$ cat config.mk
export PLATFORM = sky130hd
export DESIGN_NAME = rheo_cmd_ctrl
export DESIGN_NICKNAME = d
export VERILOG_FILES = /design/src/rtl/rheo_pkg.sv /design/src/rtl/rheo_word_decode.sv /design/src/rtl/rheo_nv_seq.sv /design/src/rtl/rheo_ctrl_regs.sv /design/src/rtl/rheo_resp_reg.sv /design/src/rtl/rheo_cmd_ctrl.sv
export SDC_FILE = /design/constraint.sdc
export NUM_CORES = 1
export LEC_CHECK = 0
export ABC_AREA = 1
export BUFFER_PORTS_ARGS = -buffer_cell sky130_fd_sc_hd__buf_2
export CAP_MARGIN = 15
export CORE_ASPECT_RATIO = 1.1
export CORE_MARGIN = 1.5
export CORE_UTILIZATION = 48
export DETAILED_ROUTE_END_ITERATION = 12
export GPL_ROUTABILITY_DRIVEN = 0
export PLACE_DENSITY = 0.79
export SETUP_SLACK_MARGIN = 0.3
export SYNTH_ARGS = -nofsm -noshare
export SYNTH_HDL_FRONTEND = slang
export SYNTH_SLANG_ARGS = --single-unit
$ cat constraint.sdc
create_clock -name clk -period 1.7 [get_ports clk]
set_input_delay 0.425 -clock clk [delete_from_list [all_inputs] [get_ports clk]]
set_output_delay 0.425 -clock clk [all_outputs]
set_load 0.01 [all_outputs]
$ cat src/rtl/rheo_pkg.sv
package rheo_pkg;

  localparam int CMD_W = 4;

  typedef struct packed {
    logic wr_wiper;
    logic rd_wiper;
    logic store;
    logic restore;
    logic rd_mem;
    logic rd_last;
    logic wr_ctrl;
    logic rd_ctrl;
    logic set_shdn;
  } cmd_flags_t;

  typedef enum logic [1:0] {
    NV_STORE   = 2'd0,
    NV_RESTORE = 2'd1,
    NV_READ    = 2'd2
  } nv_op_e;

  typedef enum logic {
    SQ_IDLE = 1'b0,
    SQ_WAIT = 1'b1
  } seq_state_e;

endpackage

$ cat src/rtl/rheo_word_decode.sv
module rheo_word_decode
  import rheo_pkg::*;
#(
  parameter int CODE_W = 10,
  parameter int WORD_W = 16
) (
  input  logic              accept,
  input  logic [WORD_W-1:0] word,
  output cmd_flags_t        flags,
  output logic [CODE_W-1:0] data
);

  logic [CMD_W-1:0] code;

  assign code = word[CODE_W +: CMD_W];
  assign data = word[CODE_W-1:0];

  always_comb begin
    flags = '0;
    if (accept) begin
      case (code)
        4'd1:    flags.wr_wiper = 1'b1;
        4'd2:    flags.rd_wiper = 1'b1;
        4'd3:    flags.store    = 1'b1;
        4'd4:    flags.restore  = 1'b1;
        4'd5:    flags.rd_mem   = 1'b1;
        4'd6:    flags.rd_last  = 1'b1;
        4'd7:    flags.wr_ctrl  = 1'b1;
        4'd8:    flags.rd_ctrl  = 1'b1;
        4'd9:    flags.set_shdn = 1'b1;
        default: flags = '0;
      endcase
    end
  end

endmodule

$ cat src/rtl/rheo_nv_seq.sv
module rheo_nv_seq
  import rheo_pkg::*;
#(
  parameter int CODE_W = 10,
  parameter int ADDR_W = 6
) (
  input  logic              clk,
  input  logic              rst_n,
  input  cmd_flags_t        flags,
  input  logic [CODE_W-1:0] data,
  input  logic [CODE_W-1:0] wiper,
  input  logic              store_en,
  input  logic              hw_restore,
  input  logic              nv_busy,
  input  logic              nv_done,
  output logic              take_ok,
  output logic              restore_start,
  output logic              done_fire,
  output nv_op_e            done_op,
  output logic              nv_req,
  output nv_op_e            nv_op,
  output logic [ADDR_W-1:0] nv_addr,
  output logic [CODE_W-1:0] nv_wdata
);

  seq_state_e state;
  logic       hw_pend;
  logic       issue_hw;
  logic       start_store;
  logic       start_read;
  logic       start_any;

  assign issue_hw      = (state == SQ_IDLE) && !nv_busy && (hw_restore || hw_pend);
  assign take_ok       = (state == SQ_IDLE) && !nv_busy && !hw_pend && !hw_restore;
  assign start_store   = flags.store && store_en;
  assign start_read    = flags.rd_mem;
  assign restore_start = flags.restore || issue_hw;
  assign start_any     = start_store || start_read || restore_start;
  assign done_fire     = (state == SQ_WAIT) && nv_done;
  assign done_op       = nv_op;

  always_ff @(posedge clk) begin
    if (!rst_n) begin
      state    <= SQ_IDLE;
      hw_pend  <= 1'b0;
      nv_req   <= 1'b0;
      nv_op    <= NV_STORE;
      nv_addr  <= '0;
      nv_wdata <= '0;
    end else begin
      nv_req  <= start_any;
      hw_pend <= issue_hw ? 1'b0 : (hw_pend || hw_restore);
      if (start_any) begin
        state    <= SQ_WAIT;
        nv_addr  <= data[ADDR_W-1:0];
        nv_wdata <= wiper;
        if (restore_start)    nv_op <= NV_RESTORE;
        else if (start_store) nv_op <= NV_STORE;
        else                  nv_op <= NV_READ;
      end else if (done_fire) begin
        state <= SQ_IDLE;
      end
    end
  end

endmodule

$ cat src/rtl/rheo_ctrl_regs.sv
module rheo_ctrl_regs
  import rheo_pkg::*;
#(
  parameter int CODE_W = 10
) (
  input  logic              clk,
  input  logic              rst_n,
  input  cmd_flags_t        flags,
  input  logic [CODE_W-1:0] data,
  input  logic              restore_start,
  input  logic              restore_land,
  input  logic              store_land,
  input  logic              nv_ok,
  input  logic [CODE_W-1:0] nv_rdata,
  output logic [CODE_W-1:0] wiper,
  output logic              c0,
  output logic              c1,
  output logic              c2,
  output logic              shdn
);

  localparam logic [CODE_W-1:0] MID_CODE = {1'b1, {(CODE_W-1){1'b0}}};

  always_ff @(posedge clk) begin
    if (!rst_n) begin
      wiper <= MID_CODE;
      c0    <= 1'b0;
      c1    <= 1'b0;
      c2    <= 1'b0;
      shdn  <= 1'b0;
    end else begin
      if (restore_land)
        wiper <= nv_rdata;
      else if (flags.wr_wiper && c1)
        wiper <= data;

      if (flags.wr_ctrl) begin
        c1 <= data[1];
        c0 <= data[0];
      end

      if (store_land)
        c2 <= nv_ok;

      if (restore_start)
        shdn <= 1'b0;
      else if (flags.set_shdn)
        shdn <= data[0];
    end
  end

endmodule

$ cat src/rtl/rheo_resp_reg.sv
module rheo_resp_reg
  import rheo_pkg::*;
#(
  parameter int CODE_W = 10,
  parameter int ADDR_W = 6,
  parameter int WORD_W = 16
) (
  input  logic              clk,
  input  logic              rst_n,
  input  cmd_flags_t        flags,
  input  logic [CODE_W-1:0] wiper,
  input  logic              c0,
  input  logic              c1,
  input  logic              c2,
  input  logic [ADDR_W-1:0] nv_last,
  input  logic              read_land,
  input  logic [CODE_W-1:0] nv_rdata,
  output logic [WORD_W-1:0] resp
);

  logic [WORD_W-1:0] ctrl_img;

  always_comb begin
    ctrl_img    = '0;
    ctrl_img[3] = c2;
    ctrl_img[1] = c1;
    ctrl_img[0] = c0;
  end

  always_ff @(posedge clk) begin
    if (!rst_n) begin
      resp <= '0;
    end else if (read_land) begin
      resp <= {{(WORD_W-CODE_W){1'b0}}, nv_rdata};
    end else if (flags.rd_wiper) begin
      resp <= {{(WORD_W-CODE_W){1'b0}}, wiper};
    end else if (flags.rd_last) begin
      resp <= {{(WORD_W-ADDR_W){1'b0}}, nv_last};
    end else if (flags.rd_ctrl) begin
      resp <= ctrl_img;
    end
  end

endmodule

$ cat src/rtl/rheo_cmd_ctrl.sv
module rheo_cmd_ctrl
  import rheo_pkg::*;
#(
  parameter int CODE_W = 10,
  parameter int ADDR_W = 6,
  localparam int WORD_W = 2 + CMD_W + CODE_W
) (
  input  logic              clk,
  input  logic              rst_n,
  input  logic              word_valid,
  output logic              word_ready,
  input  logic [WORD_W-1:0] word_data,
  input  logic              hw_restore,
  input  logic              nv_busy,
  input  logic              nv_done,
  input  logic              nv_ok,
  input  logic [CODE_W-1:0] nv_rdata,
  input  logic [ADDR_W-1:0] nv_last,
  output logic              nv_req,
  output logic [1:0]        nv_op,
  output logic [ADDR_W-1:0] nv_addr,
  output logic [CODE_W-1:0] nv_wdata,
  output logic [CODE_W-1:0] wiper_code,
  output logic              shutdown,
  output logic [WORD_W-1:0] resp_word
);

  cmd_flags_t        flags;
  logic [CODE_W-1:0] data;
  logic              accept;
  logic              take_ok;
  logic              restore_start;
  logic              done_fire;
  nv_op_e            done_op;
  nv_op_e            op_q;
  logic              restore_land;
  logic              store_land;
  logic              read_land;
  logic              ctl_c0;
  logic              ctl_c1;
  logic              ctl_c2;

  assign word_ready   = take_ok;
  assign accept       = word_valid && take_ok;
  assign nv_op        = op_q;
  assign restore_land = done_fire && (done_op == NV_RESTORE);
  assign store_land   = done_fire && (done_op == NV_STORE);
  assign read_land    = done_fire && (done_op == NV_READ);

  rheo_word_decode #(.CODE_W(CODE_W), .WORD_W(WORD_W)) u_dec (
    .accept (accept),
    .word   (word_data),
    .flags  (flags),
    .data   (data)
  );

  rheo_nv_seq #(.CODE_W(CODE_W), .ADDR_W(ADDR_W)) u_seq (
    .clk           (clk),
    .rst_n         (rst_n),
    .flags         (flags),
    .data          (data),
    .wiper         (wiper_code),
    .store_en      (ctl_c0),
    .hw_restore    (hw_restore),
    .nv_busy       (nv_busy),
    .nv_done       (nv_done),
    .take_ok       (take_ok),
    .restore_start (restore_start),
    .done_fire     (done_fire),
    .done_op       (done_op),
    .nv_req        (nv_req),
    .nv_op         (op_q),
    .nv_addr       (nv_addr),
    .nv_wdata      (nv_wdata)
  );

  rheo_ctrl_regs #(.CODE_W(CODE_W)) u_regs (
    .clk           (clk),
    .rst_n         (rst_n),
    .flags         (flags),
    .data          (data),
    .restore_start (restore_start),
    .restore_land  (restore_land),
    .store_land    (store_land),
    .nv_ok         (nv_ok),
    .nv_rdata      (nv_rdata),
    .wiper         (wiper_code),
    .c0            (ctl_c0),
    .c1            (ctl_c1),
    .c2            (ctl_c2),
    .shdn          (shutdown)
  );

  rheo_resp_reg #(.CODE_W(CODE_W), .ADDR_W(ADDR_W), .WORD_W(WORD_W)) u_resp (
    .clk       (clk),
    .rst_n     (rst_n),
    .flags     (flags),
    .wiper     (wiper_code),
    .c0        (ctl_c0),
    .c1        (ctl_c1),
    .c2        (ctl_c2),
    .nv_last   (nv_last),
    .read_land (read_land),
    .nv_rdata  (nv_rdata),
    .resp      (resp_word)
  );

endmodule

After elaboration in Yosys (flattened, before gate mapping)

Cells that the tools add are included.

Input bits: 39
Register bits: 45
Logic and storage cells: 69
Output and inout port bits: 47

Multiplexer cells: 20
Reductions and logical operators: 24
Bitwise gates (word level): 2
Eq/ne operators: 11

Operators by type and width:

| kind                 | number |
|---|---|
| $mux W10             | 6 |
| $eq A4 B3 Y1 const B | 4 |
| $logic_and A1 B1 Y1  | 11 |
| $mux W1              | 11 |
| $mux W9              | 1 |
| $eq A4 B2 Y1 const B | 2 |
| $eq A4 B4 Y1 const B | 2 |
| $eq A4 B1 Y1 const B | 1 |
| $logic_or A1 B1 Y1   | 4 |
| $mux W2              | 2 |
| $reduce_bool A2 Y1   | 2 |
| $reduce_bool A4 Y1   | 1 |
| $reduce_or A2 Y1     | 2 |
| $logic_not A1 Y1     | 3 |
| $eq A2 B1 Y1 const B | 1 |
| $eq A2 B2 Y1 const B | 1 |
| $logic_not A2 Y1     | 1 |
| $not A1 Y1           | 2 |

Longest topological paths before layout

Gate-level depths: netlist (run 1).

Depth after elaboration: 10
Gate-level depth with buffers: 11

Modules after synthesis

From an unflattened synthesis (run 1), not the netlist that was laid out.

Cells, all modules: 399
Area total of the unflattened synthesis: 2555.0 um2

Modules (own cells, without submodules):

| module           | cells each | area each (um2) | times used |
|---|---|---|---|
| rheo_nv_seq      | 167        | 1066.0          | 1 |
| rheo_resp_reg    | 94         | 651.9           | 1 |
| rheo_ctrl_regs   | 98         | 641.9           | 1 |
| rheo_word_decode | 31         | 161.4           | 1 |
| rheo_cmd_ctrl    | 9          | 33.8            | 1 |

Worst setup path after synthesis (run 1)

No wires, ideal clock.

Path kind: input port to flip-flop
From: input hw_restore
To: register u_seq.nv_wdata[1]
Setup slack: 182 ps
Stages: 9
Path buffers: 1
Setup time: 113 ps
Arrival: 1405 ps
Cells stage by stage: nor2_2 -> nand2_1 -> nor2_4 -> nand3_1 -> nand2_1 -> nor2_4 -> buf_4 -> nor2_1 -> nor2_1

Longest elaborated chain between the ends: 7
Elaborated cells between the ends (all ways): 10

Ends and longest elaborated chain:

| element                | RTL line               | RTL |
|---|---|---|
| start: declaration     | rheo_cmd_ctrl.sv:13    | `input logic hw_restore,` |
| $logic_not A1 Y1       | rheo_nv_seq.sv:34      | `assign take_ok = (state == SQ_IDLE) && !nv_busy && !hw_pend && !hw_restore;` |
| $logic_and A1 B1 Y1    | rheo_nv_seq.sv:34      |  |
| $logic_and A1 B1 Y1    | rheo_cmd_ctrl.sv:44    | `assign accept = word_valid && take_ok;` |
| $mux W9                | rheo_word_decode.sv:20 | `if (accept) begin` |
| $logic_and A1 B1 Y1    | rheo_nv_seq.sv:35      | `assign start_store = flags.store && store_en;` |
| $logic_or A1 B1 Y1     | rheo_nv_seq.sv:38      | `assign start_any = start_store \|\| start_read \|\| restore_start;` |
| $logic_or A1 B1 Y1 *   | rheo_nv_seq.sv:38      |  |
| end signal: assignment | rheo_nv_seq.sv:56      | `nv_wdata <= wiper;` |
| end: declaration       | rheo_nv_seq.sv:23      | `output logic [CODE_W-1:0] nv_wdata` |

Every way passes the cells marked *; elsewhere a longest branch is shown, timed or not.
A chain may end at the register's enable or synchronous reset.

Worst setup path in the final report (run 1)

From: register u_seq.state
To: register u_regs.wiper[3]

Longest elaborated chain between the ends: 8
Elaborated cells between the ends (all ways): 11

Ends and longest elaborated chain:

| element                           | RTL line               | RTL |
|---|---|---|
| start: declaration                | rheo_nv_seq.sv:26      | `seq_state_e state;` |
| start signal: assignment          | rheo_nv_seq.sv:44      | `state <= SQ_IDLE;` |
| start signal: assignment          | rheo_nv_seq.sv:54      | `state <= SQ_WAIT;` |
| start signal: assignment          | rheo_nv_seq.sv:61      | `state <= SQ_IDLE;` |
| $not A1 Y1                        | rheo_nv_seq.sv:34      |  |
| $logic_and A1 B1 Y1 (3 in series) | rheo_nv_seq.sv:34      |  |
| $logic_and A1 B1 Y1               | rheo_cmd_ctrl.sv:44    |  |
| $mux W9                           | rheo_word_decode.sv:20 |  |
| $logic_and A1 B1 Y1               | rheo_ctrl_regs.sv:34   | `else if (flags.wr_wiper && c1)` |
| $reduce_bool A2 Y1 (no line)      | -                      |  |
| end signal: assignment            | rheo_ctrl_regs.sv:33   | `wiper <= nv_rdata;` |
| end signal: assignment            | rheo_ctrl_regs.sv:35   | `wiper <= data;` |
| end: declaration                  | rheo_ctrl_regs.sv:15   | `output logic [CODE_W-1:0] wiper,` |

Parallel ways exist; a longest one is shown, timed or not.

==> flow_summary.toml, run 1 <==
[logic_synthesis]
seq_area_frac_synth_pct = 40.5
ys_warn_count = 0
syn_avg_cell_area_sq_um = 6.82
ys_ff_latch = 45
synth_cell_types = 30
netlist_area_sq_um = 2220
synth_cells = 326

[routing]
vias = 2552
first_pass_iters = 4
drtIter0Drc = 151
ant_nets = 0
wl_per_cell_microns = 14.5
drt_wl_total_mm = 7.19
viasPerCell = 5.15
drc = 0

[power_and_ir_drop]
pwr-share-seq_pct = 51.2
total_power_mw = 2.21
p_leak_nw = 1.69
power_density_nw_per_um2 = 676
power_frac_comb_pct = 19.3
switchingPower_mw = 0.632
p_int_mw = 1.58
p_clk_share_pct = 29.5
switching_share_pct = 28.6
vdd_ir_drop_max_uv = 604

[sta]
min_period_ns = 1.55
period_share_pct = 91.0
finalSetupViolCount = 0
hold_violations = 0
skew_ns = 0.00731
slew_violations = 0
fmax_mhz = 646
worst_pin_slew_ns = 0.583
grt_setup_unrepaired = "yes"
max_slew_margin_pct = 61.1

[placement]
place_hpwl_mm = 4.27
placed_area_sq_um = 2830
port_buffers = 77

[setup_path]
crit_required_ns = 1.93
reg2regPathDepth = 9
cp_max_fo = 5
cp_data_arrival_time_ns = 1.77
cp-start-kind = "flop"
path_class = "flop to flop"
rr_endpoint = "u_regs.wiper[3]"
end_kind = "flop"
worstReg2RegStart = "u_seq.state"
r2r_slack_ns = 0.15

[cts]
htree_levels = 2
cts_tree = "built"
clock-sinks = 45
hold_buffers = 0
cts.clk_slew.worst_paths_ns = 0.09
cts_buffers = 5
clkLatencyLatePin_ns = 0.30
root_buffer = "clkbuf_8"
clockBufferDepth = 2

[min_path]
min_path_type = "input pin to flop"
hold_start = "word_data[2]"
min_to = "u_seq.nv_addr[2]"
worstHoldPathCells = 3

[finish]
synthToLayoutAreaGrowth_pct = 47.1
stdcell_area_sq_um = 3270
final_cell_mix = "buf_2, nand2_1, nor2_1"
diodes = 0
layout_commonest_cell = "buf_2"
fin_util_pct = 74.7
drive_gt1_share_pct = 43.4
fillCellCount = 340
multiInputGateArea_sq_um = 1280
final_nets = 480
regArea_sq_um = 905

[global_route]
grt_overflow = 0
grt_usage_pct = 27.2
grt_pass1_vias = 2203
grt_max_degree = 19
grt_antenna_before_repair = 0
grt_pass1_wl_mm = 10.2

[floorplan]
die_h_microns = 74.4
die_area_sq_um = 5050
die_x_microns = 67.9
start_util_pct = 50.7
coreArea_sq_um = 4380
rows = 25
pin_count = 86

[run]
drv_cap = 0

[status]
status = "complete, no violations"
metal layers:
metal | GRT usage (%) | vias up | share of wire [%]
li1 | - | 1240 | -
met1 | 32.6 | 1163 | 39
met2 | 46.4 | 123 | 50
met3 | 6.35 | 26 | 8.0
met4 | 12.0 | 0 | 3.4
met5 | 0 | - | 0
critical path: stages, from the launching register on:
cell	delay, ns
dfxtp_2	0.35
nor2_4	0.13
nand3_4	0.10
buf_6	0.16
nor2_4	0.11
nand3_2	0.13
nand2_4	0.14
buf_6	0.14
o21ai_0	0.07
nor2_1	0.14
cell type report:
class	count	area share [%]
repair buffers	117	23.5
clock buffers	7	2.33
clock inverters	1	0.230
flip-flops and latches	45	27.7
well taps	54	2.07
multi-input cells	230	39.1
inverters	41	4.86
repair inverters	1	0.268
sequential cells by signal, summed over array words and instances, names as in the netlist:
signal / flops
u_seq.nv_wdata: 10
u_regs.c0: 1
u_seq.state: 1
u_resp.resp: 10
u_seq.nv_req: 1
u_seq.hw_pend: 1
u_regs.c2: 1
u_seq.done_op: 2
u_seq.nv_addr: 6
u_regs.wiper: 10
u_regs.shdn: 1
u_regs.c1: 1
stage by stage:
step           setup WS [ns]  setup TNS, ns  std cells  hold WS [ns]
2_1_floorplan          0.256              0        331         0.445
3_3_place_gp          -0.206          -3.81        470         0.447
3_5_place_dp          -0.259          -5.07        470         0.452
4_1_cts                0.232              0        489         0.371
5_1_grt               0.0975              0        496         0.372
6_report               0.153              0        496         0.377
how the worst max path moves through the flow:
| stage | start | endpoint | cells after the start |
|---|---|---|---|
| final | u_seq.state | u_regs.wiper[3] | 9 |
| after detailed placement | hw_restore | u_seq.nv_wdata[8] | 8 |
| after floorplan | hw_restore | u_seq.nv_wdata[9] | 9 |
| after global routing | u_seq.hw_pend | u_regs.wiper[4] | 9 |
| after global placement | hw_restore | u_seq.nv_addr[5] | 8 |
| after CTS | u_seq.state | u_seq.nv_addr[3] | 10 |
cells by family after synthesis:
logic type	count (synthesis)	share of synthesized area (%)
compound gates	37	9.18
buf+inv	57	12.0
flops	45	40.5
mux	9	4.56
other cells	1	0.169
simple gates	177	33.5
Yosys cell counts:
cell	n	area share, %
nand3_2	1	0.45
o21ai_2	1	0.39
nor4_1	1	0.28
conb_1	1	0.17
buf_2	3	0.68
o211ai_1	1	0.34
dfxtp_1	45	41
clkbuf_1	2	0.34
buf_4	7	2.4
nand3_1	11	2.5
a22oi_1	2	0.68
inv_2	1	0.17
nor3_4	1	0.73
nand2_1	86	15
a31oi_1	4	1.1
nor3_1	5	1.1
clkbuf_2	1	0.23
a21o_1	1	0.34
or2_2	1	0.28
nor2_1	62	10
inv_1	39	6.6
nor2_2	3	0.84
nor3_2	1	0.45
clkinv_1	1	0.17
mux2_2	9	4.6
o21ai_0	11	2.5
buf_6	3	1.5
nor2_4	2	1.0
a21oi_1	17	3.8
nand4_1	3	0.84
power by group through the flow:
stage | combinational, mW | sequential (mW) | clock, mW
CTS | 0.395 | 1.13 | 0.655
finish | 0.427 | 1.13 | 0.651
global route | 0.466 | 1.14 | 0.702
floorplan | 0.195 | 1.17 | 0
detailed placement | 0.350 | 1.15 | 0
global placement | 0.342 | 1.15 | 0
timing repair:
action | in CTS | in global routing
resized for setup | 26 | 41
gates cloned | 3 | 0
pin swaps | 12 | 20
setup endpoints to repair | 41 | 39
buffers inserted | 8 | 7
No activity file was read; power rests on OpenSTA's default activity.
==> run 2: changes to the inputs <==
- GPL_TIMING_DRIVEN: not set -> 0
==> flow_summary.toml, run 2 (synthesis gave the netlist of run 1 again) <==
[sta]
finalSetupViolCount = 0
finalWorstSetupSlack_ns = 0.183
min_period_ns = 1.52
fmax_mhz = 659
period_share_pct = 89.2
max_slew_margin_pct = 62.8
whs_ns = 0.356
hold_violations = 0
worst_pin_slew_ns = 0.558
slew_violations = 0
skew_ns = 0.00598
grt_setup_unrepaired = "yes"

[setup_path]
cpLargestDelayFamily = "simple AND/OR/NAND/NOR gates"
crit_buf_inv = 1
crit_slowest_cell = "dfxtp_4"
path_class = "flop to flop"
cp_data_arrival_time_ns = 1.75
crit_top_cell = "nor2_4"
cp-start-kind = "flop"
cp_max_fo = 10
crit_required_ns = 1.93
end_kind = "flop"
cp_slowest_stage_delay_ns = 0.38
cp_cell_sequence = "nor2_4, nand3_4, nor2_4, a21o_1, nor2_4, buf_6, nor2_1, nor2_1"

[placement]
port_buffers = 77
placedCellCount = 462
place_hpwl_mm = 4.40
pre_cts_slack_ns = -0.114

[cts]
root_buffer = "clkbuf_8"
cts_tree = "built"
clockBufferDepth = 2
htree_levels = 2
clkLatencyLatePin_ns = 0.30
clock-sinks = 45
cts_buffers = 5
cts.clk_slew.worst_paths_ns = 0.09

[floorplan]
die_x_microns = 67.9
die_h_microns = 74.4
start_util_pct = 50.7
coreArea_sq_um = 4380
pin_count = 86
rows = 25
die_area_sq_um = 5050

[routing]
drt_wl_total_mm = 7.14
first_pass_iters = 4
vias = 2525
wl_per_cell_microns = 14.5
drc = 0
viasPerCell = 5.11
drtIter0Drc = 134
ant_nets = 0

[min_path]
min_path_type = "input pin to flop"

[power_and_ir_drop]
power_density_nw_per_um2 = 725
p_leak_nw = 1.70
vdd_ir_drop_max_uv = 557

[finish]
synthToLayoutAreaGrowth_pct = 50.6
drive_gt1_share_pct = 44.1
fin_util_pct = 76.4
diodes = 0
final_nets = 478
layout_commonest_cell = "buf_2"
finalNonFillerCells = 494
final_cell_mix = "buf_2, nand2_1, nor2_1"
top_regs = "u_regs.wiper (10), u_resp.resp (10), u_seq.nv_wdata (10)"

[status]
status = "complete, no violations"

[global_route]
grt_usage_pct = 27.3
grt_pass1_wl_mm = 10.3
grt_antenna_before_repair = 0
grt_overflow = 0
grt_max_degree = 14
grt_pass1_vias = 2305

[run]
drv_cap = 0
[run 2: report_power, final]
part / internal [mW] / switching [mW] / leakage (nW)
Clock: 0.480 / 0.372 / 0.0585
Sequential: 1.10 / 0.0308 / 0.368
Combinational: 0.190 / 0.255 / 1.27
Total: 1.77 / 0.658 / 1.70
[run 2: path summary, 6_finish.rpt]
| check | depth (start not counted) | from | slack [ns] | endpoint |
|---|---|---|---|---|
| max | 8 | u_seq.state | 0.18 | u_seq.nv_wdata[2] |
| min | 3 | word_data[4] | 0.36 | u_seq.nv_addr[4] |
| max reg2reg | 8 | u_seq.state | 0.18 | u_seq.nv_wdata[2] |
| min reg2reg | 2 | u_resp.resp[8] | 0.47 | u_resp.resp[8] |
[run 2: stage by stage]
step                area (sq um)  setup TNS (ns)  total power, mW
floorplan                   2300               0             1.37
global placement            2750           -1.32             1.49
detailed placement          2750           -1.93             1.50
CTS                         3100               0             2.37
global route                3350               0             2.52
finish                      3350               0             2.43
[run 2: final cells by class]
class	count	area, sq um
Buffer	16	134
Clock buffer	7	86.3
Clock inverter	1	30.0
Fill cell	319	1030
Inverter	41	166
Multi-Input combinational cell	229	1330
Sequential cell	45	908
Tap cell	54	67.6
Timing Repair Buffer	100	613
Timing Repair inverter	1	11.3
[run 2: what timing repair did]
item | 4_1_cts | 5_1_grt
cloned | 4 | 1
endpoints found under the setup margin | 41 | 43
buffers inserted | 10 | 9
resized for setup | 35 | 53
pin swaps | 19 | 15
hold buffers | 0 | 0
[run 2: worst min-delay path, stage by stage]
cell	delay, ns
buf_2	0.10
nor2_2	0.04
nor2_1	0.06
[run 2: layer usage]
layer	share of wire, %	GRT usage, %	routed length, microns
met1	41	33.0	2920
met3	6.6	6.35	474
met4	3.3	8.89	238
met2	49	47.7	3510
met5	0	0	0
==> run 3: changes to the inputs <==
--- a/config.mk
+++ b/config.mk
@@ -9,11 +9,12 @@
 export BUFFER_PORTS_ARGS = -buffer_cell sky130_fd_sc_hd__buf_2
 export CAP_MARGIN = 15
+export CELL_PAD_IN_SITES_DETAIL_PLACEMENT = 1
+export CELL_PAD_IN_SITES_GLOBAL_PLACEMENT = 1
 export CORE_ASPECT_RATIO = 1.1
-export CORE_MARGIN = 1.5
-export CORE_UTILIZATION = 48
+export CORE_UTILIZATION = 33
 export DETAILED_ROUTE_END_ITERATION = 12
 export GPL_ROUTABILITY_DRIVEN = 0
 export GPL_TIMING_DRIVEN = 0
-export PLACE_DENSITY = 0.79
+export PLACE_DENSITY_LB_ADDON = 0.1
 export SETUP_SLACK_MARGIN = 0.3
 export SYNTH_ARGS = -nofsm -noshare
==> constraint.sdc (replaced) <==
create_clock -name clk -period 1.7 [get_ports clk]
set_input_delay 0.085 -clock clk [delete_from_list [all_inputs] [get_ports clk]]
set_output_delay 0.085 -clock clk [all_outputs]
set_load 0.01 [all_outputs]
==> flow_summary.toml, run 3 (synthesis gave the netlist of run 1 again) <==
[power_and_ir_drop]
p_int_mw = 1.70
switchingPower_mw = 0.659
power_density_nw_per_um2 = 723
pwr-share-seq_pct = 47.8
p_clk_share_pct = 34.6
total_power_mw = 2.36
switching_share_pct = 27.9
power_frac_comb_pct = 17.6
p_leak_nw = 1.66
vdd_ir_drop_max_uv = 412

[cts]
hold_buffers = 0
cts_buffers = 5
clock-sinks = 45
clockBufferDepth = 2
root_buffer = "clkbuf_8"
clkLatencyLatePin_ns = 0.31
cts_tree = "built"
htree_levels = 2
cts.clk_slew.worst_paths_ns = 0.09

[finish]
top_regs = "u_regs.wiper (10), u_resp.resp (10), u_seq.nv_wdata (10)"
finalNonFillerCells = 517
diodes = 0
final_nets = 474
synthToLayoutAreaGrowth_pct = 47.0
multiInputGateArea_sq_um = 1260
layout_commonest_cell = "nand2_1"
regArea_sq_um = 907
final_cell_mix = "nand2_1, buf_2, nor2_1"
fillCellCount = 887
drive_gt1_share_pct = 40.0

[run]
drv_cap = 0

[global_route]
grt_usage_pct = 22.8
busiest_layer = "met2"
grt_pass1_vias = 2441
use_met2_pct = 42.0
grt_overflow = 0
grt_antenna_before_repair = 0
grt_util_met3_pct = 4.38
grt_use_met1_pct = 27.5
grt_pass1_wl_mm = 12.1
grt_max_degree = 14

[sta]
fmax_mhz = 660
period_share_pct = 89.1
worst_pin_slew_ns = 0.563
hold_violations = 0
finalSetupViolCount = 0
whs_ns = 0.0366
max_slew_margin_pct = 62.5
skew_ns = 0.0113
grt_setup_unrepaired = "yes"
min_period_ns = 1.51
setup_tns_ns = 0
slew_violations = 0

[routing]
first_pass_iters = 6
vias = 2487
drc = 0
wl_per_cell_microns = 15.2
drtIter0Drc = 69
ant_nets = 0
viasPerCell = 4.81
drt_wl_total_mm = 7.84

[placement]
placedCellCount = 490
port_buffers = 77
place_hpwl_mm = 5.31

[setup_path]
crit_start = "u_seq.state"
cp_cell_sequence = "nor2_4, nand3_4, buf_4, o21ai_4, nor2_4, buf_6, a21oi_1, a21oi_1"
crit_slowest_cell = "dfxtp_4"
cp_data_arrival_time_ns = 1.72
end_kind = "flop"
worstReg2RegStart = "u_seq.state"
path_class = "flop to flop"
crit_buf_inv = 2
cp_max_fo = 5
crit_required_ns = 1.90
cp-start-kind = "flop"
cpLargestDelayFamily = "simple AND/OR/NAND/NOR gates"
cp_slowest_stage_delay_ns = 0.37

[floorplan]
coreArea_sq_um = 6560
die_x_microns = 80.2
start_util_pct = 33.9
die_area_sq_um = 7070
die_h_microns = 88.1
pin_count = 86
rows = 31

[min_path]
min_path_type = "input pin to flop"
hold_start = "nv_done"

[status]
status = "complete, no violations"
run 3: repair_timing:
| action | CTS | global route |
|---|---|---|
| hold endpoints to repair | 0 | 0 |
| resized for setup | 41 | 34 |
| endpoints found under the setup margin | 40 | 41 |
| cloned | 3 | 1 |
| pin swaps | 19 | 18 |
| buffers inserted | 13 | 3 |
run 3: routing by layer:
metal | up-vias | wire length, microns
met4 | 0 | 85
met5 | - | 0
li1 | 1221 | -
met3 | 6 | 332
met2 | 51 | 4110
met1 | 1209 | 3320
run 3: layout make-up:
cell class	count	share of cell area, %
Multi-Input combinational cell	229	38.7
Sequential cell	45	27.8
Timing Repair Buffer	96	17.5
Inverter	41	5.10
Buffer	16	4.21
Tap cell	82	3.14
Clock buffer	5	2.11
Clock inverter	2	1.07
Timing Repair inverter	1	0.345
run 3: per-stage QoR:
stage | setup slack (ns) | instance area (sq um) | utilization (%)
after global routing | 0.107 | 3270 | 49.8
after detailed placement | -0.0747 | 2730 | 41.7
final | 0.186 | 3270 | 49.8
after floorplan | 0.303 | 2250 | -
after global placement | -0.0307 | 2730 | 41.7
after CTS | 0.200 | 3130 | 47.7
run 3: worst paths after layout:
path / to / slack [ns] / cells past startpoint
min reg2reg: u_resp.resp[8] / 0.47 / 2
min: u_seq.state / 0.04 / 4
max: u_resp.resp[0] / 0.19 / 8
max reg2reg: u_resp.resp[0] / 0.19 / 8
run 3: worst min-delay path, delay by kind of cell:
kind                   cells  cell delay [ns]
AND/OR/NAND/NOR            1             0.05
AO/OA/AOI/OAI              1             0.05
buffers and inverters      2             0.14
run 3: power groups by stage:
stage | Sequential [mW] | Clock [mW] | Combinational, mW
5_1_grt | 1.14 | 0.869 | 0.466
3_5_place_dp | 1.15 | 0 | 0.351
3_3_place_gp | 1.15 | 0 | 0.342
4_1_cts | 1.13 | 0.829 | 0.399
2_1_floorplan | 1.17 | 0 | 0.185
6_report | 1.13 | 0.816 | 0.416
